[src/rtl/xbus_pkg.sv]
package xbus_pkg;

    parameter int XB_ADDR_W = 16;
    parameter int XB_DATA_W = 8;
    localparam int XB_HI_W  = XB_ADDR_W - XB_DATA_W;

    typedef enum logic [1:0] {
        XK_FETCH  = 2'd0,
        XK_DREAD  = 2'd1,
        XK_DWRITE = 2'd2,
        XK_NONE   = 2'd3
    } xk_kind_e;

    typedef enum logic [1:0] {
        PH_IDLE = 2'd0,
        PH_ADDR = 2'd1,
        PH_DATA = 2'd2
    } xb_phase_e;

    typedef struct packed {
        xk_kind_e               kind;
        logic [XB_ADDR_W-1:0]   addr;
        logic [XB_DATA_W-1:0]   wdata;
        logic                   internal;
    } xbus_req_t;

    typedef struct packed {
        logic                 ale;
        logic                 psen_n;
        logic                 rd_n;
        logic                 wr_n;
        logic                 ad_oe;
        logic [XB_DATA_W-1:0] ad_out;
        logic [XB_HI_W-1:0]   addr_hi;
    } xbus_pins_t;

    localparam xbus_pins_t XB_PINS_IDLE = '{
        ale: 1'b0, psen_n: 1'b1, rd_n: 1'b1, wr_n: 1'b1,
        ad_oe: 1'b0, ad_out: '0, addr_hi: '0
    };

    // A fetch is internal only when the ROM is enabled and the address is in range.
    function automatic logic fetch_is_internal(
        input xk_kind_e             kind,
        input logic [XB_ADDR_W-1:0] addr,
        input logic                 rom_on,
        input logic [XB_ADDR_W-1:0] rom_last
    );
        return (kind == XK_FETCH) && rom_on && (addr <= rom_last);
    endfunction

endpackage

[src/rtl/xbus_route.sv]
module xbus_route
    import xbus_pkg::*;
#(
    parameter logic [XB_ADDR_W-1:0] ROM_LAST = 16'h0FFF
) (
    input  xk_kind_e             kind,
    input  logic [XB_ADDR_W-1:0] addr,
    input  logic                 rom_on,
    output logic                 internal
);
    always_comb begin
        internal = fetch_is_internal(kind, addr, rom_on, ROM_LAST);
    end
endmodule

[src/rtl/xbus_timer.sv]
module xbus_timer
    import xbus_pkg::*;
#(
    parameter int OSC_PER_STATE    = 2,
    parameter int STATES_PER_CYCLE = 6,
    parameter int ADDR_STATES      = 1
) (
    input  logic      clk,
    input  logic      rst,
    input  logic      start,
    output logic      active,
    output logic      last,
    output xb_phase_e phase
);
    localparam int TOTAL      = OSC_PER_STATE * STATES_PER_CYCLE;
    localparam int ADDR_TICKS = OSC_PER_STATE * ADDR_STATES;
    localparam int TICK_W     = (TOTAL > 1) ? $clog2(TOTAL) : 1;
    localparam logic [TICK_W-1:0] LAST_TICK = TICK_W'(TOTAL - 1);
    localparam logic [TICK_W-1:0] ADDR_END  = TICK_W'(ADDR_TICKS);

    logic [TICK_W-1:0] tick_q;
    logic              act_q;

    always_ff @(posedge clk) begin
        if (rst) begin
            act_q  <= 1'b0;
            tick_q <= '0;
        end else if (!act_q) begin
            if (start) begin
                act_q  <= 1'b1;
                tick_q <= '0;
            end
        end else if (tick_q == LAST_TICK) begin
            act_q  <= 1'b0;
            tick_q <= '0;
        end else begin
            tick_q <= tick_q + 1'b1;
        end
    end

    always_comb begin
        active = act_q;
        last   = act_q && (tick_q == LAST_TICK);
        if (!act_q)                phase = PH_IDLE;
        else if (tick_q < ADDR_END) phase = PH_ADDR;
        else                        phase = PH_DATA;
    end
endmodule

[src/rtl/xbus_pins.sv]
module xbus_pins
    import xbus_pkg::*;
(
    input  xbus_req_t  cur,
    input  xb_phase_e  phase,
    output xbus_pins_t pins
);
    logic ext_on;

    always_comb begin
        ext_on = (phase != PH_IDLE) && !cur.internal;
        pins   = XB_PINS_IDLE;
        if (ext_on) begin
            pins.addr_hi = cur.addr[XB_ADDR_W-1:XB_DATA_W];
            if (phase == PH_ADDR) begin
                pins.ale    = 1'b1;
                pins.ad_oe  = 1'b1;
                pins.ad_out = cur.addr[XB_DATA_W-1:0];
            end else begin
                unique case (cur.kind)
                    XK_FETCH:  pins.psen_n = 1'b0;
                    XK_DREAD:  pins.rd_n   = 1'b0;
                    XK_DWRITE: begin
                        pins.wr_n   = 1'b0;
                        pins.ad_oe  = 1'b1;
                        pins.ad_out = cur.wdata;
                    end
                    default: ;
                endcase
            end
        end
    end
endmodule

[src/rtl/xbus_seq.sv]
module xbus_seq
    import xbus_pkg::*;
#(
    parameter int OSC_PER_STATE    = 2,
    parameter int STATES_PER_CYCLE = 6,
    parameter int ADDR_STATES      = 1,
    parameter int INT_ROM_LAST     = 16'h0FFF,
    localparam int ROM_AW          = $clog2(INT_ROM_LAST + 1)
) (
    input  logic                 clk,
    input  logic                 rst,
    input  logic                 req_valid,
    input  logic [1:0]           req_kind,
    input  logic [XB_ADDR_W-1:0] req_addr,
    input  logic [XB_DATA_W-1:0] req_wdata,
    input  logic                 int_rom_en,
    output logic                 busy,
    output logic                 done,
    output logic [XB_DATA_W-1:0] rdata,
    output logic                 rom_en,
    output logic [ROM_AW-1:0]    rom_addr,
    input  logic [XB_DATA_W-1:0] rom_rdata,
    output logic [XB_DATA_W-1:0] ad_out,
    output logic                 ad_oe,
    input  logic [XB_DATA_W-1:0] ad_in,
    output logic [XB_HI_W-1:0]   addr_hi,
    output logic                 ale,
    output logic                 psen_n,
    output logic                 rd_n,
    output logic                 wr_n
);
    xbus_req_t  cur_q;
    xk_kind_e   in_kind;
    logic       in_internal;
    logic       accept;
    logic       t_active;
    logic       t_last;
    xb_phase_e  t_phase;
    xbus_pins_t pins;
    logic       done_q;
    logic [XB_DATA_W-1:0] rdata_q;

    assign in_kind = xk_kind_e'(req_kind);
    assign accept  = req_valid && !t_active;

    xbus_route #(
        .ROM_LAST (XB_ADDR_W'(INT_ROM_LAST))
    ) route_i (
        .kind     (in_kind),
        .addr     (req_addr),
        .rom_on   (int_rom_en),
        .internal (in_internal)
    );

    xbus_timer #(
        .OSC_PER_STATE    (OSC_PER_STATE),
        .STATES_PER_CYCLE (STATES_PER_CYCLE),
        .ADDR_STATES      (ADDR_STATES)
    ) timer_i (
        .clk    (clk),
        .rst    (rst),
        .start  (accept),
        .active (t_active),
        .last   (t_last),
        .phase  (t_phase)
    );

    always_ff @(posedge clk) begin
        if (rst) begin
            cur_q <= '{kind: XK_NONE, addr: '0, wdata: '0, internal: 1'b0};
        end else if (accept) begin
            cur_q <= '{kind: in_kind, addr: req_addr, wdata: req_wdata,
                       internal: in_internal};
        end
    end

    always_ff @(posedge clk) begin
        if (rst) begin
            done_q  <= 1'b0;
            rdata_q <= '0;
        end else begin
            done_q <= t_last;
            if (t_last) begin
                rdata_q <= cur_q.internal ? rom_rdata : ad_in;
            end
        end
    end

    xbus_pins pins_i (
        .cur   (cur_q),
        .phase (t_phase),
        .pins  (pins)
    );

    always_comb begin
        busy     = t_active;
        done     = done_q;
        rdata    = rdata_q;
        rom_en   = t_active && cur_q.internal;
        rom_addr = rom_en ? cur_q.addr[ROM_AW-1:0] : '0;
        ale      = pins.ale;
        psen_n   = pins.psen_n;
        rd_n     = pins.rd_n;
        wr_n     = pins.wr_n;
        ad_oe    = pins.ad_oe;
        ad_out   = pins.ad_out;
        addr_hi  = pins.addr_hi;
    end
endmodule

[config.mk]
export PLATFORM = sky130hd
export DESIGN_NAME = xbus_seq
export DESIGN_NICKNAME = d
export VERILOG_FILES = /design/src/rtl/xbus_pkg.sv /design/src/rtl/xbus_route.sv /design/src/rtl/xbus_timer.sv /design/src/rtl/xbus_pins.sv /design/src/rtl/xbus_seq.sv
export SDC_FILE = /design/constraint.sdc
export NUM_CORES = 1
export LEC_CHECK = 0
export BUFFER_PORTS_ARGS = -buffer_cell sky130_fd_sc_hd__buf_2
export CAP_MARGIN = 10
export CORE_MARGIN = 5
export CORE_UTILIZATION = 45
export CTS_BUF_LIST = sky130_fd_sc_hd__clkbuf_2 sky130_fd_sc_hd__clkbuf_4 sky130_fd_sc_hd__clkbuf_8
export DETAILED_ROUTE_END_ITERATION = 7
export GPL_TIMING_DRIVEN = 0
export PLACE_DENSITY = 0.78
export SLEW_MARGIN = 15
export SYNTH_ARGS = -nofsm -noshare
export SYNTH_HDL_FRONTEND = slang
export SYNTH_SLANG_ARGS = --single-unit
[constraint.sdc]
create_clock -name clk -period 2.3 [get_ports clk]
set_input_delay 0.115 -clock clk [delete_from_list [all_inputs] [get_ports clk]]
set_output_delay 0.115 -clock clk [all_outputs]
set_load 0.02 [all_outputs]
==> flow_summary.ini, run 1 <==
[run_status]
status = finished clean

[yosys]
ys.flop_type = dfxtp_1
syn_inst = 225
synth_async_sr_flop_share_pct = 0
ys_seq_area_share_pct = 42.51
avgSynthCellArea_um2 = 8.580
ys_ff_latch = 41
synth_edf_count = 0
yosys_warnings = 0
synth_nets = 272
synth_area_um2 = 1931
synth_cell_types = 36

[grt]
grt_max_degree = 12
grt_overflow = 0
track_usage_pct = 18.85
grt_pass1_vias = 1754
antenna_found_initial = 0
grt_pass1_wl_um = 8217

[timing]
tns_ns = 0
clock.fmax_mhz = 559.5
finalClockSkew_ns = 0.003543
finalMaxSlewViolations = 0
slew_headroom_pct = 67.50
whs_ns = 0.05937
min_period_over_period_pct = 77.70
period_needed_ns = 1.787
worst_slew_pin_slew_ns = 0.4875
hold_viol = 0
setup_viol = 0
grt_setup_unrepaired = false

[clock_network]
cts_root_buf = clkbuf_8
clkSinkCount = 41
cts_resized = 0
cts_max_path_buffers = 2
post_cts_buffers = 0
insertion_delay_ns = 0.29
hold_buffers = 0
cts.clk_slew.worst_paths_ns = 0.07
htreeDepth = 2
cts_tree = yes
numCtsBuffers = 5

[run]
cap_violations = 0

[placed_design]
dp_hpwl_um = 3932
gp_congestion = 0.8192
port_buffers = 89
post-place-cells = 364

[floorplan]
rows = 23
initial_core_util_pct = 47.24
die_area_um2 = 5700
dieHeight_um = 75.50
coreArea_um2 = 4086
io-pin-count = 90
dieWidth_um = 75.50

[detailed_routing]
drtIter0Drc = 105
wl_met1_um = 2228
vias = 1949
vias_per_cell = 5.268
wl_met2_um = 2402
wl_per_cell_um = 14.19
top_layer_used = met4
first_pass_iters = 4
routed_wirelength_um = 5252
ant_nets = 0
drc = 0
wl_met3_um = 576

[worst_setup_path]
cp-start-kind = register
crit_chain = buf_6 > nor4b_4 > buf_6 > nor2_4 > a32o_1 > buf_2
cp_num_cells = 6
cp.arrival_ns = 1.67
cp_top_family = buffers and inverters
worst_ep_required_time_ns = 2.18
cp_slowest_stage_delay_ns = 0.35
cp-end-kind = output port
path_common_cell = buf_6
reg2regPathDepth = 5
cp_slowest_cell = dfxtp_1
path_buf_inv = 3
path_class = reg -> out
cp_max_fo = 10

[finish]
nets = 368
syn2layout_area_growth_pct = 30.14
final_cell_mix = buf_2 (94), nand2_1 (57), dfxtp_1 (41)
final_common_cell = buf_2
drive_gt1_share_pct = 35.00
stdcell_count = 370
diodes = 0

[power]
p_int_w = 0.001029
p_per_area_nw_per_um2 = 555.6
switching_share_pct = 26.31
p_sw_w = 0.0003672
pwr-share-clk_pct = 30.8
peakVddDrop_mv = 0.3807
seqPwrFrac_pct = 54.4
power_leakage_nw = 1.203
power_frac_comb_pct = 14.8

[hold_path]
whs_path_depth = 3
hp-class = in -> reg
-- layout make-up --
class	instances	area, um^2
Inverter	4	15.01
Timing Repair Buffer	89	445.4
Multi-Input combinational cell	162	973.4
Clock buffer	5	68.82
Sequential cell	41	820.8
Tap cell	50	62.56
Buffer	18	121.4
Fill cell	365	1574
Clock inverter	1	5.005
-- worst reg2reg max path, stage by stage (launching register included) --
cell	delay, ns
dfxtp_1	0.43
ha_1	0.28
nand4b_1	0.14
or2_0	0.24
buf_6	0.15
o2bb2ai_1	0.12
-- stage by stage --
step	util, %	total power (W)	instance area (um^2)	setup WS [ns]
6_report	61.48	0.001396	2512	0.5128
2_1_floorplan	-	0.0008957	1931	0.8862
3_5_place_dp	59.68	0.0009822	2439	0.8355
5_1_grt	61.48	0.001458	2512	0.3473
4_1_cts	61.48	0.001404	2512	0.5085
3_3_place_gp	59.68	0.0009769	2439	0.8591
-- power by group through the flow --
| stage | Sequential, W | Combinational (W) | Clock (W) |
|---|---|---|---|
| CTS | 0.000759 | 0.000208 | 0.000438 |
| finish | 0.000760 | 0.000206 | 0.000430 |
| floorplan | 0.000771 | 0.000125 | 0 |
| detailed placement | 0.000776 | 0.000206 | 0 |
| global placement | 0.000774 | 0.000202 | 0 |
| global route | 0.000764 | 0.000228 | 0.000466 |
-- worst paths after layout --
kind	end	start	slack (ns)
hold / removal	cur_q[20]$_SDFFE_PP0P_	req_addr[11]	0.06
setup / recovery	ad_out[1]	timer_i.active$_SDFF_PP0_	0.51
setup reg to reg	rdata[3]$_SDFFE_PP0P_	timer_i.tick_q[1]$_SDFFE_PP0P_	0.87
hold reg to reg	cur_q[23]$_SDFFE_PP0P_	cur_q[23]$_SDFFE_PP0P_	0.45
-- cells in the mapped netlist, types with 2 or more instances --
| master | n | area, um^2 |
|---|---|---|
| dfxtp_1 | 41 | 820.8 |
| buf_6 | 3 | 33.78 |
| nor2_1 | 4 | 15.01 |
| nor3b_1 | 3 | 22.52 |
| nand2b_1 | 2 | 12.51 |
| o2bb2ai_1 | 7 | 61.31 |
| and2_1 | 9 | 56.30 |
| nor2b_1 | 3 | 18.77 |
| mux2i_1 | 9 | 90.09 |
| a21oi_1 | 28 | 140.1 |
| nand3b_1 | 4 | 30.03 |
| buf_4 | 4 | 30.03 |
| and3_1 | 12 | 75.07 |
| inv_1 | 3 | 11.26 |
| buf_2 | 5 | 25.02 |
| a32o_1 | 8 | 80.08 |
| clkbuf_1 | 5 | 18.77 |
| nand2_1 | 57 | 214.0 |
-- cell families after synthesis --
logic type      share of synthesized area, %
compound gates                         16.85
mux                                    4.666
simple gates                           28.26
fa+ha+maj                             0.6480
flops                                  42.51
buf+inv                                7.064
-- sequential cells by signal, indices dropped and copies added (netlist names) --
name            count
done                1
cur_q              27
timer_i.active      1
rdata               8
timer_i.tick_q      4
-- metal layers --
metal	global-route usage (%)	vias up
li1	-	965
met1	24.45	889
met2	29.91	91
met3	5.937	4
met4	6.019	0
met5	0	-
Power figures use the tool's default switching activity.
==> run 2: changes to the inputs <==
- CORE_UTILIZATION: 45 -> 43
- clock period: 2.3 -> 1.6 ns (I/O delays scaled with it)
==> run 2 against run 1 <==
The run now ends with setup timing left. Sequential power is 43% higher. Combinational power is 67% higher. Routed wire length is 6.2% higher. Highest routed layer unchanged. Die area is 4.0% higher. Global-route usage is 0.19 points higher. Worst hold slack worse by 0.040 ns. First-iteration DRC count is 14% higher. Register-to-register slack worse by 0.70 ns. Power is 53% higher. Flip-flop and latch count stayed put. Largest power group unchanged.
==> flow_summary.ini, run 2 (synthesis results as in run 1) <==
[run_status]
status = finished with violations
violations = setup timing

[worst_setup_path]
cp-end-kind = output port
cp_slowest_stage_delay_ns = 0.37
cp_top_family = simple AND/OR/NAND/NOR gates
path_buf_inv = 2
cp-start-kind = register
path_common_cell = buf_6
cp.arrival_ns = 1.61
path_class = reg -> out
worst_ep_required_time_ns = 1.52
crit_chain = nor4b_4 > buf_6 > nor2_4 > a32o_2 > buf_6
cp_max_fo = 4
cp_slowest_cell = nor4b_4

[clock_network]
insertion_delay_ns = 0.29
clkSinkCount = 41
cts.clk_slew.worst_paths_ns = 0.08
cts_max_path_buffers = 2
numCtsBuffers = 5
cts_root_buf = clkbuf_8
hold_buffers = 0
cts_tree = yes
htreeDepth = 2

[detailed_routing]
first_pass_iters = 4
vias_per_cell = 5.151
ant_nets = 0
drc = 0
vias = 1983
wl_per_cell_um = 14.49
drtIter0Drc = 120
routed_wirelength_um = 5580

[floorplan]
coreArea_um2 = 4354
rows = 24
io-pin-count = 90
initial_core_util_pct = 44.34
dieHeight_um = 77.01
die_area_um2 = 5930
dieWidth_um = 77.01

[finish]
largest_register_ffs = 27
stdcell_count = 385
diodes = 0
max_flop_register = cur_q
final_cell_mix = buf_2 (84), nand2_1 (57), dfxtp_1 (37)
final_common_cell = buf_2
drive_gt1_share_pct = 42.04
syn2layout_area_growth_pct = 41.87
nFillCells = 387
nets = 379

[timing]
clock.fmax_mhz = 591.4
worst_slack_ns = -0.09091
min_period_over_period_pct = 105.7
grt_setup_unrepaired = true
period_needed_ns = 1.691
hold_viol = 0
finalMaxSlewViolations = 0
worst_slew_pin_slew_ns = 0.5021
finalClockSkew_ns = 0.007970
setup_viol = 10
slew_headroom_pct = 66.52
tns_ns = -0.7362

[hold_path]
hp-class = in -> reg

[power]
peakVddDrop_mv = 0.6595
p_per_area_nw_per_um2 = 779.0
power_leakage_nw = 1.337
p_total_w = 0.002134

[grt]
grt_pass1_wl_um = 9232
antenna_found_initial = 0
grt_overflow = 0
grt_max_degree = 12
grt_pass1_vias = 1974
track_usage_pct = 19.04

[placed_design]
post-place-cells = 366
gp_congestion = 0.8361
port_buffers = 89
dp_hpwl_um = 3959
post-place-ws_ns = 0.1702

[run]
cap_violations = 0
[run 2: cell types whose count changed in the layout (fill, tap and decap cells not counted), moves of 2 or more]
cell / previous run / this run
buf_4: 4 / 12
dfxtp_1: 41 / 37
buf_6: 3 / 14
clkbuf_2: 0 / 2
a32o_2: 0 / 6
buf_2: 94 / 84
clkbuf_4: 0 / 3
clkbuf_1: 5 / 3
a32o_1: 8 / 2
dfxtp_2: 0 / 3
[run 2: per-layer routing]
layer | track usage, % | share of wire [%]
met1 | 23.36 | 43
met2 | 30.90 | 49
met3 | 6.557 | 6.9
met4 | 6.701 | 1.5
met5 | 0 | 0
[run 2: worst paths after layout]
check | end | startpoint | slack, ns | depth (start not counted)
max | ad_out[0] | timer_i.tick_q[2]$_SDFFE_PP0P_ | -0.09 | 5
min | cur_q[20]$_SDFFE_PP0P_ | req_addr[11] | 0.02 | 3
max reg2reg | cur_q[17]$_SDFFE_PP0P_ | timer_i.active$_SDFF_PP0_ | 0.17 | 7
min reg2reg | cur_q[22]$_SDFFE_PP0P_ | cur_q[22]$_SDFFE_PP0P_ | 0.45 | 2
[run 2: worst reg2reg max path, cell delays in order, from the launching register on]
cell and delay, ns:
dfxtp_2 0.35, buf_4 0.13, buf_4 0.13, nor2b_1 0.12, buf_2 0.24, buf_4 0.21, nand2_1 0.07, a21oi_1 0.12
[run 2: layout make-up]
cell class,count,area [um^2],share of cell area [%]
plain buffers,17,112.6,4.111
clock buffers,8,91.34,3.335
inverters,4,15.01,0.5482
multi-input cells,163,1016,37.09
flip-flops and latches,41,828.3,30.24
well taps,52,65.06,2.376
repair buffers,100,610.6,22.29
[run 2: power breakdown]
part           leakage [nW]  switching, W  total, W  internal [W]
registers             0.337     0.0000324   0.00109       0.00106
clock network        0.0498      0.000336  0.000696      0.000361
logic                 0.951      0.000178  0.000343      0.000165
[run 2: what timing repair did]
action                                  4_1_cts  5_1_grt
pin swaps                                     6        4
endpoints found under the setup margin       12       33
gates resized for setup                      31       12
buffers inserted                              8        3
endpoints found under the hold margin         0        0
gates cloned                                  2        0
[run 2: stage by stage]
stage               util, %  hold slack [ns]  instance area, um^2
CTS                   62.16         0.009741                 2706
finish                62.90          0.01927                 2739
floorplan                 -           0.1859                 1931
global placement      56.06           0.3205                 2441
global route          62.90          0.01729                 2739
detailed placement    56.06           0.3240                 2441
